`config.mk`:
```
export PLATFORM = sky130hd
export DESIGN_NAME = ivx_set_ctrl
export DESIGN_NICKNAME = d
export VERILOG_FILES = /design/src/rtl/ivx_pkg.sv /design/src/rtl/ivx_way_state.sv /design/src/rtl/ivx_lru.sv /design/src/rtl/ivx_pick.sv /design/src/rtl/ivx_set_ctrl.sv
export SDC_FILE = /design/constraint.sdc
export NUM_CORES = 1
export LEC_CHECK = 0
export ABC_AREA = 1
export BUFFER_PORTS_ARGS = -buffer_cell sky130_fd_sc_hd__buf_4
export CORE_MARGIN = 2
export CORE_UTILIZATION = 40
export DETAILED_ROUTE_END_ITERATION = 12
export GPL_ROUTABILITY_DRIVEN = 0
export SLEW_MARGIN = 5
export SYNTH_ARGS = -nofsm -noshare
export SYNTH_HDL_FRONTEND = slang
export SYNTH_SLANG_ARGS = --single-unit
```
`constraint.sdc`:
```
create_clock -name clk -period 7.65 [get_ports clk]
set_clock_uncertainty 0.2 [all_clocks]
set_input_delay 0.3825 -clock clk [delete_from_list [all_inputs] [get_ports clk]]
set_output_delay 0.3825 -clock clk [all_outputs]
set_load 0.005 [all_outputs]
```
`src/rtl/ivx_pkg.sv`:
```
package ivx_pkg;
  // Per-way update selected each cycle by the set controller.
  typedef enum logic [1:0] {
    OP_HOLD = 2'd0,  // no access to the set
    OP_BUMP = 2'd1,  // access to the set, this way not hit
    OP_HIT  = 2'd2,  // this way hit: record interval, restart
    OP_FILL = 2'd3   // new line placed in this way
  } way_op_e;
endpackage

```
`src/rtl/ivx_way_state.sv`:
```
module ivx_way_state
  import ivx_pkg::*;
#(
  parameter int CNT_W  = 4,
  parameter int HASH_W = 8
) (
  input  logic              clk,
  input  logic              rst,
  input  way_op_e           op,
  input  logic [CNT_W-1:0]  fill_thr,
  input  logic              fill_conf,
  input  logic [HASH_W-1:0] fill_hash,
  output logic [CNT_W-1:0]  cnt,
  output logic [CNT_W-1:0]  cur_max,
  output logic [HASH_W-1:0] hash,
  output logic              expired
);
  localparam logic [CNT_W-1:0] CNT_TOP = {CNT_W{1'b1}};

  logic [CNT_W-1:0] cnt_q, thr_q, max_q, bumped;
  logic [HASH_W-1:0] hash_q;
  logic conf_q;

  // Saturating increment of the event counter.
  assign bumped = (cnt_q == CNT_TOP) ? cnt_q : cnt_q + 1'b1;

  always_ff @(posedge clk) begin
    if (rst) begin
      cnt_q  <= '0;
      thr_q  <= '0;
      max_q  <= '0;
      conf_q <= 1'b0;
      hash_q <= '0;
    end else begin
      case (op)
        OP_BUMP: cnt_q <= bumped;
        OP_HIT: begin
          cnt_q <= '0;
          if (bumped > max_q) max_q <= bumped;
        end
        OP_FILL: begin
          cnt_q  <= '0;
          max_q  <= '0;
          thr_q  <= fill_thr;
          conf_q <= fill_conf;
          hash_q <= fill_hash;
        end
        default: ;
      endcase
    end
  end

  assign cnt     = cnt_q;
  assign cur_max = max_q;
  assign hash    = hash_q;
  assign expired = conf_q && (cnt_q > thr_q);
endmodule

```
`src/rtl/ivx_lru.sv`:
```
module ivx_lru #(
  parameter int WAYS = 16,
  localparam int IW  = $clog2(WAYS)
) (
  input  logic          clk,
  input  logic          rst,
  input  logic          touch,
  input  logic [IW-1:0] touch_way,
  output logic [IW-1:0] lru_way
);
  // Rank 0 is most recent, rank WAYS-1 is least recent.
  logic [IW-1:0] rank_q [WAYS];
  logic [IW-1:0] touched_rank;

  assign touched_rank = rank_q[touch_way];

  for (genvar g = 0; g < WAYS; g++) begin : g_rank
    always_ff @(posedge clk) begin
      if (rst) begin
        rank_q[g] <= IW'(g);
      end else if (touch) begin
        if (touch_way == IW'(g))
          rank_q[g] <= '0;
        else if (rank_q[g] < touched_rank)
          rank_q[g] <= rank_q[g] + 1'b1;
      end
    end
  end

  always_comb begin
    lru_way = '0;
    for (int i = 0; i < WAYS; i++)
      if (rank_q[i] == IW'(WAYS - 1)) lru_way = IW'(i);
  end
endmodule

```
`src/rtl/ivx_pick.sv`:
```
module ivx_pick #(
  parameter int WAYS = 16,
  localparam int IW  = $clog2(WAYS)
) (
  input  logic [WAYS-1:0] exp_vec,
  input  logic [IW-1:0]   lru_way,
  output logic [IW-1:0]   pick_way,
  output logic            pick_exp
);
  // Lowest-index expired way wins; otherwise the LRU way.
  always_comb begin
    pick_way = lru_way;
    pick_exp = 1'b0;
    for (int i = WAYS - 1; i >= 0; i--) begin
      if (exp_vec[i]) begin
        pick_way = IW'(i);
        pick_exp = 1'b1;
      end
    end
  end
endmodule

```
`src/rtl/ivx_set_ctrl.sv`:
```
module ivx_set_ctrl
  import ivx_pkg::*;
#(
  parameter int WAYS   = 16,
  parameter int CNT_W  = 4,
  parameter int HASH_W = 8,
  localparam int IW    = $clog2(WAYS)
) (
  input  logic              clk,
  input  logic              rst,
  input  logic              acc_valid,
  input  logic              acc_hit,
  input  logic [IW-1:0]     acc_way,
  input  logic              fill_valid,
  input  logic [IW-1:0]     fill_way,
  input  logic [CNT_W-1:0]  fill_thr,
  input  logic              fill_conf,
  input  logic [HASH_W-1:0] fill_hash,
  output logic [IW-1:0]     victim_way,
  output logic              victim_exp,
  output logic [HASH_W-1:0] victim_hash,
  output logic [CNT_W-1:0]  victim_max
);
  logic [CNT_W-1:0]  cnt_a  [WAYS];
  logic [CNT_W-1:0]  max_a  [WAYS];
  logic [HASH_W-1:0] hash_a [WAYS];
  way_op_e           op_a   [WAYS];
  logic [WAYS-1:0]   exp_vec;
  logic [WAYS*CNT_W-1:0] cnt_flat, max_flat;

  logic          touch;
  logic [IW-1:0] touch_way, lru_way, pick_way;
  logic          pick_exp;

  for (genvar g = 0; g < WAYS; g++) begin : g_way
    always_comb begin
      if (fill_valid && fill_way == IW'(g))
        op_a[g] = OP_FILL;
      else if (acc_valid && acc_hit && acc_way == IW'(g))
        op_a[g] = OP_HIT;
      else if (acc_valid)
        op_a[g] = OP_BUMP;
      else
        op_a[g] = OP_HOLD;
    end

    ivx_way_state #(.CNT_W(CNT_W), .HASH_W(HASH_W)) u_state (
      .clk      (clk),
      .rst      (rst),
      .op       (op_a[g]),
      .fill_thr (fill_thr),
      .fill_conf(fill_conf),
      .fill_hash(fill_hash),
      .cnt      (cnt_a[g]),
      .cur_max  (max_a[g]),
      .hash     (hash_a[g]),
      .expired  (exp_vec[g])
    );

    assign cnt_flat[g*CNT_W +: CNT_W] = cnt_a[g];
    assign max_flat[g*CNT_W +: CNT_W] = max_a[g];
  end

  assign touch     = fill_valid || (acc_valid && acc_hit);
  assign touch_way = fill_valid ? fill_way : acc_way;

  ivx_lru #(.WAYS(WAYS)) u_lru (
    .clk      (clk),
    .rst      (rst),
    .touch    (touch),
    .touch_way(touch_way),
    .lru_way  (lru_way)
  );

  ivx_pick #(.WAYS(WAYS)) u_pick (
    .exp_vec (exp_vec),
    .lru_way (lru_way),
    .pick_way(pick_way),
    .pick_exp(pick_exp)
  );

  always_ff @(posedge clk) begin
    if (rst) begin
      victim_way  <= IW'(WAYS - 1);
      victim_exp  <= 1'b0;
      victim_hash <= '0;
      victim_max  <= '0;
    end else begin
      victim_way  <= pick_way;
      victim_exp  <= pick_exp;
      victim_hash <= hash_a[pick_way];
      victim_max  <= max_a[pick_way];
    end
  end
endmodule

```
==> out/qor.csv, run 1 <==
metric;value;unit
ios;43;
synth_top_flop_cell;dfxtp_1;
clkSinkCount;417;
yosys_warnings;0;
synthCells;3287;
worst_r2r_path_depth;35;
r2r_setup_slack;2.94;ns
timing.final.crit_share;61.6;%
worst-path-stages;35;
tightest_slew;1.13;ns
leakage;0.0113;uW
syn_nets;3521;
cts_buffers;48;
critPathTopFamily;simple AND/OR/NAND/NOR gates;
timing.final.ws_setup;2.94;ns
relSlewSlack;24.6;%
slowest_delay;0.95;ns
fin_setup_tns;0;ns
muxShareOfSynthArea;0;%
arrival;4.96;ns
power;6740;uW
die_y;248;um
maxSlewViolCount;0;
min_period;4.71;ns
htreeDepth;2;
synth_edf_count;64;
final_common_cell;inv_1;
wl_per_cell;16.9;um
async_reset_ff_share;0;%
synthAdderAreaFrac;10.9;%
synth.distinct_cells;40;
drc;0;
pre_cts_ws;2.83;ns
synth_top_family_by_area;simple AND/OR/NAND/NOR gates;
core;58900;um^2
peakVddDrop;0.000184;V
grt_pass1_vias;19500;
start_kind;flip-flop;
first_pass_iters;7;
dp_hpwl;46600;um
layout_common_cells;508 x inv_1, 417 x nand2_1, 371 x o21ai_0;
design_area;26400;um^2
grt_pass1_wl;108000;um
drt-vias-per-instance;5.25;
clk-insertion-delay-late;0.61;ns
crit_path_start;u_lru.rank_q[3][0]$_DFFE_PP_;
die-area;61500;um^2
root_buffer;clkbuf_16;
fmax;212;MHz
critPathKind;flip-flop to flip-flop;
wl;69000;um
grt_max_degree;100;
gr-usage-all-layers;22.3;%
hp-class;input port to flip-flop;
avgSynthCellArea;7.25;um^2
cap_violations;0;
status;completed;
drt_iter0_markers;1646;
rows;89;
finalSetupViolCount;0;
r2r_end;victim_max[2]$_SDFF_PP0_;
dp.cells;3976;
crit_buf_inv;1;
cp_common_cell;nand2_1;
rr_startpoint;u_lru.rank_q[3][0]$_DFFE_PP_;
powerDensity;256;nW/um^2
cpMaxStageDelayCell;nand2_4;
path_max_fanout;97;
cp.required;7.90;ns
cp-end-kind;flip-flop;
place_area;24700;um^2
ys_seq_elements;417;
clockBufferDepth;3;
grt_setup_unrepaired;false;
synthSimpleGateAreaFrac;19.9;%
antenna_found_initial;4;
io_buffers;42;
postRouteAntennaNets;0;
route.vias.total;21400;
overflow;0;
finalHoldViolations;0;
cts.repair.resized;0;
postCtsSetupBuffers;0;
seq_area_frac_synth;37.7;%
final_cells;4073;
fin_nets;3496;
syn_to_final_growth;10.7;%
min_from;fill_conf;
synth_xor_area_share;1.29;%
drive_above_1_share;4.33;%
path_clk_slew;0.06;ns
start_util;40.4;%
synth_compound_area_share;19.6;%
dieWidth;248;um
cp-endpoint;victim_max[2]$_SDFF_PP0_;
netlist_area;23800;um^2
tritoncts;yes;
## power by group
part           leakage (uW)  internal (uW)  switching (uW)
Sequential          0.00347           2400             164
Clock              0.000785           1340             982
Combinational       0.00707            645            1210
## worst min path at each step
stage,to,slack [ns],cells after the start
after detailed placement,g_way[4].u_state.conf_q$_SDFFE_PP0P_,0.24,2
final,g_way[2].u_state.conf_q$_SDFFE_PP0P_,0.06,3
after CTS,g_way[2].u_state.conf_q$_SDFFE_PP0P_,0.03,3
after floorplan,g_way[0].u_state.conf_q$_SDFFE_PP0P_,0.22,2
after global placement,g_way[4].u_state.conf_q$_SDFFE_PP0P_,0.24,2
after global routing,g_way[7].u_state.conf_q$_SDFFE_PP0P_,0.07,3
## sequential cells by signal (all words and copies together), names as in the netlist
signal                 cells
victim_hash                8
g_way.u_state.conf_q      16
u_lru.rank_q              64
g_way.u_state.cur_max     64
victim_exp                 1
g_way.u_state.thr_q       64
victim_max                 4
g_way.u_state.cnt         64
victim_way                 4
g_way.u_state.hash       128
## Yosys cell counts (4+ instances only)
library cell / n / area share (%)
a211oi_1: 31 / 0.98
xor2_1: 32 / 1.2
a22oi_1: 4 / 0.13
nor4_1: 4 / 0.11
nor2_1: 295 / 4.6
ha_1: 208 / 11
nand3b_1: 11 / 0.35
a21oi_1: 341 / 7.2
a31oi_1: 4 / 0.11
a2111oi_0: 15 / 0.55
buf_6: 4 / 0.19
o22ai_1: 24 / 0.63
clkbuf_1: 122 / 1.9
inv_1: 509 / 8.0
dfxtp_1: 353 / 30
o21ai_0: 371 / 7.8
nand3_1: 335 / 7.0
nand4_1: 21 / 0.55
o31ai_1: 7 / 0.22
buf_2: 12 / 0.25
nand2_1: 418 / 6.6
a41oi_1: 9 / 0.33
o211ai_1: 28 / 0.88
buf_1: 5 / 0.079
edfxtp_1: 64 / 8.1
nor3_1: 22 / 0.46
o21a_1: 16 / 0.50
## per-stage QoR
step	utilization [%]	hold slack (ns)
4_1_cts	44.7	0.0319
5_1_grt	44.8	0.0664
3_3_place_gp	41.9	0.237
3_5_place_dp	41.9	0.241
2_1_floorplan	-	0.224
6_report	44.8	0.0614
## logic make-up (layout without fill, tap and decap cells)
kind of cell / after synthesis / count (layout)
AO/OA/AOI/OAI: 861 / 861
XOR/XNOR: 35 / 35
adder cells (fa/ha/maj): 208 / 208
buffers and inverters: 656 / 668
flip-flops: 417 / 417
other: 0 / 1
AND/OR/NAND/NOR: 1110 / 1110
## layout make-up
class | count | area, um^2
Clock buffer | 72 | 1400
Fill cell | 5993 | 32500
Multi-Input combinational cell | 2214 | 12300
Sequential cell | 417 | 8990
Clock inverter | 15 | 188
Antenna cell | 1 | 2.50
Inverter | 512 | 1930
Tap cell | 773 | 967
Timing Repair Buffer | 69 | 541
## metal layers
metal	GRT usage, %	part of all wire (%)	vias up
met5	0	0	-
li1	-	-	11000
met1	31.3	47	9720
met3	3.91	6.9	100
met4	7.20	2.7	0
met2	34.6	43	569
## tightest hold or removal path, delay by kind of cell
family | cells | cell delay (ns)
buffers and inverters | 1 | 0.23
AND/OR/NAND/NOR | 2 | 0.19
## timing repair
action                                  4_1_cts  5_1_grt
hold buffers                                  9        0
endpoints found under the setup margin        0        0
endpoints found under the hold margin       109        0
Note: power is estimated with default switching activity, not from simulation.
==> inputs of run 2 (changes only) <==
clock period = 4.7 ns   (was 7.65 ns; I/O delays follow)
==> out/qor.csv, run 2 (synthesis gave the netlist of run 1 again) <==
metric;value;unit
postCtsSetupBuffers;0;
cpMaxStageDelayCell;edfxtp_1;
maxSlewViolCount;0;
nFillCells;6010;
cp-end-kind;flip-flop;
wl_per_cell;16.9;um
wl;69100;um
leakage;0.0115;uW
final_util;45.3;%
cp_common_cell;nand2_1;
tritoncts;yes;
grt_pass1_vias;19800;
drive_above_1_share;4.67;%
dp_hpwl;47500;um
grt_setup_unrepaired;false;
root_buffer;clkbuf_16;
drt-vias-per-instance;5.23;
overflow;0;
gr-usage-all-layers;22.5;%
diodes;0;
first_pass_iters;6;
ios;43;
arrival;4.08;ns
htreeDepth;2;
fin_nets;3520;
p_sw;3820;uW
clk-insertion-delay-late;0.64;ns
start_kind;flip-flop;
core;58900;um^2
start_util;40.4;%
postRouteAntennaNets;0;
grt_pass1_wl;109000;um
dieWidth;248;um
cts_buffers;47;
fmax;259;MHz
status;completed;
power_frac_comb;28.0;%
rows;89;
peakVddDrop;0.000266;V
finalHoldViolations;0;
min_period;3.85;ns
timing.final.crit_share;82.0;%
grt_max_degree;116;
design_area;26700;um^2
powerDensity;414;nW/um^2
syn_to_final_growth;11.9;%
drt_iter0_markers;1737;
drc;0;
layout_common_cells;508 x inv_1, 417 x nand2_1, 371 x o21ai_0;
clkSinkCount;417;
relSlewSlack;23.6;%
place_area;24900;um^2
tightest_slew;1.14;ns
finalSetupViolCount;0;
largest_reg_flops;128;
clkPwrFrac;34.2;%
io_buffers;42;
final_common_cell;inv_1;
cap_violations;0;
slowest_delay;0.47;ns
antenna_found_initial;1;
critPathKind;flip-flop to flip-flop;
power;11000;uW
p_sw_share;34.6;%
die-area;61500;um^2
cp.required;4.92;ns
hp-class;input port to flip-flop;
path_max_fanout;33;
pwr-share-seq;37.7;%
path_clk_slew;0.06;ns
fin_setup_tns;0;ns
clockBufferDepth;3;
route.vias.total;21400;
internal-power;7210;uW
die_y;248;um
[run 2: changes by cell type in the layout (fill, tap and decap cells not counted), sizes merged]
cell	change
buf	+15
dlygate4sd3	+10
inv	-3
clkbuf	+2
clkinv	-2
clkinvlp	+1
diode	-1
[run 2: area by class of cell]
cell class	instances	area [um^2]	area share (%)
inverter	512	1930	7.23
multi-input combinational	2214	12400	46.4
clock inverter	11	183	0.685
clock buffer	74	1420	5.32
timing repair buffer	94	816	3.06
tap	773	967	3.63
sequential	417	8990	33.7
[run 2: stage by stage]
step | cells | setup slack (ns) | hold slack, ns
finish | 4095 | 0.846 | 0.0429
CTS | 4095 | 0.822 | 0.00340
global route | 4095 | 0.450 | 0.0294
global placement | 3991 | 0.732 | 0.236
floorplan | 3287 | 0.575 | 0.202
detailed placement | 3991 | 0.605 | 0.245
[run 2: routing by layer]
| layer | wire length (um) | vias up | GRT usage [%] |
|---|---|---|---|
| li1 | - | 11000 | - |
| met1 | 33200 | 9783 | 31.5 |
| met2 | 29900 | 501 | 35.5 |
| met3 | 4510 | 93 | 4.35 |
| met4 | 1510 | 0 | 5.65 |
| met5 | 0 | - | 0 |
[run 2: repair_timing]
| action | 4_1_cts | 5_1_grt |
|---|---|---|
| resized for setup | 0 | 0 |
| hold buffers | 19 | 0 |
| hold endpoints to repair | 239 | 0 |
[run 2: worst paths after layout]
path	startpoint	to	slack [ns]	cells after the start
setup reg to reg	u_lru.rank_q[3][0]$_DFFE_PP_	victim_max[3]$_SDFF_PP0_	0.85	36
hold / removal	fill_way[0]	g_way[7].u_state.conf_q$_SDFFE_PP0P_	0.04	5
setup / recovery	u_lru.rank_q[3][0]$_DFFE_PP_	victim_max[3]$_SDFF_PP0_	0.85	36
hold reg to reg	g_way[12].u_state.hash[2]$_SDFFE_PP0P_	g_way[12].u_state.hash[2]$_SDFFE_PP0P_	0.25	2
[run 2: critical path: cells and delay by family, from the launching register on]
family / cells / cell delay, ns
buffers and inverters: 2 / 0.28
AND/OR/NAND/NOR: 32 / 2.36
flip-flops: 1 / 0.47
AO/OA/AOI/OAI: 1 / 0.08
adder cells (fa/ha/maj): 1 / 0.25
[run 2: power by group through the flow]
stage	Clock (uW)	Sequential [uW]	Combinational, uW
floorplan	0	4120	2150
global placement	0	4240	3030
detailed placement	0	4230	3040
CTS	3860	4150	3080
global route	4010	4180	3510
finish	3780	4160	3090
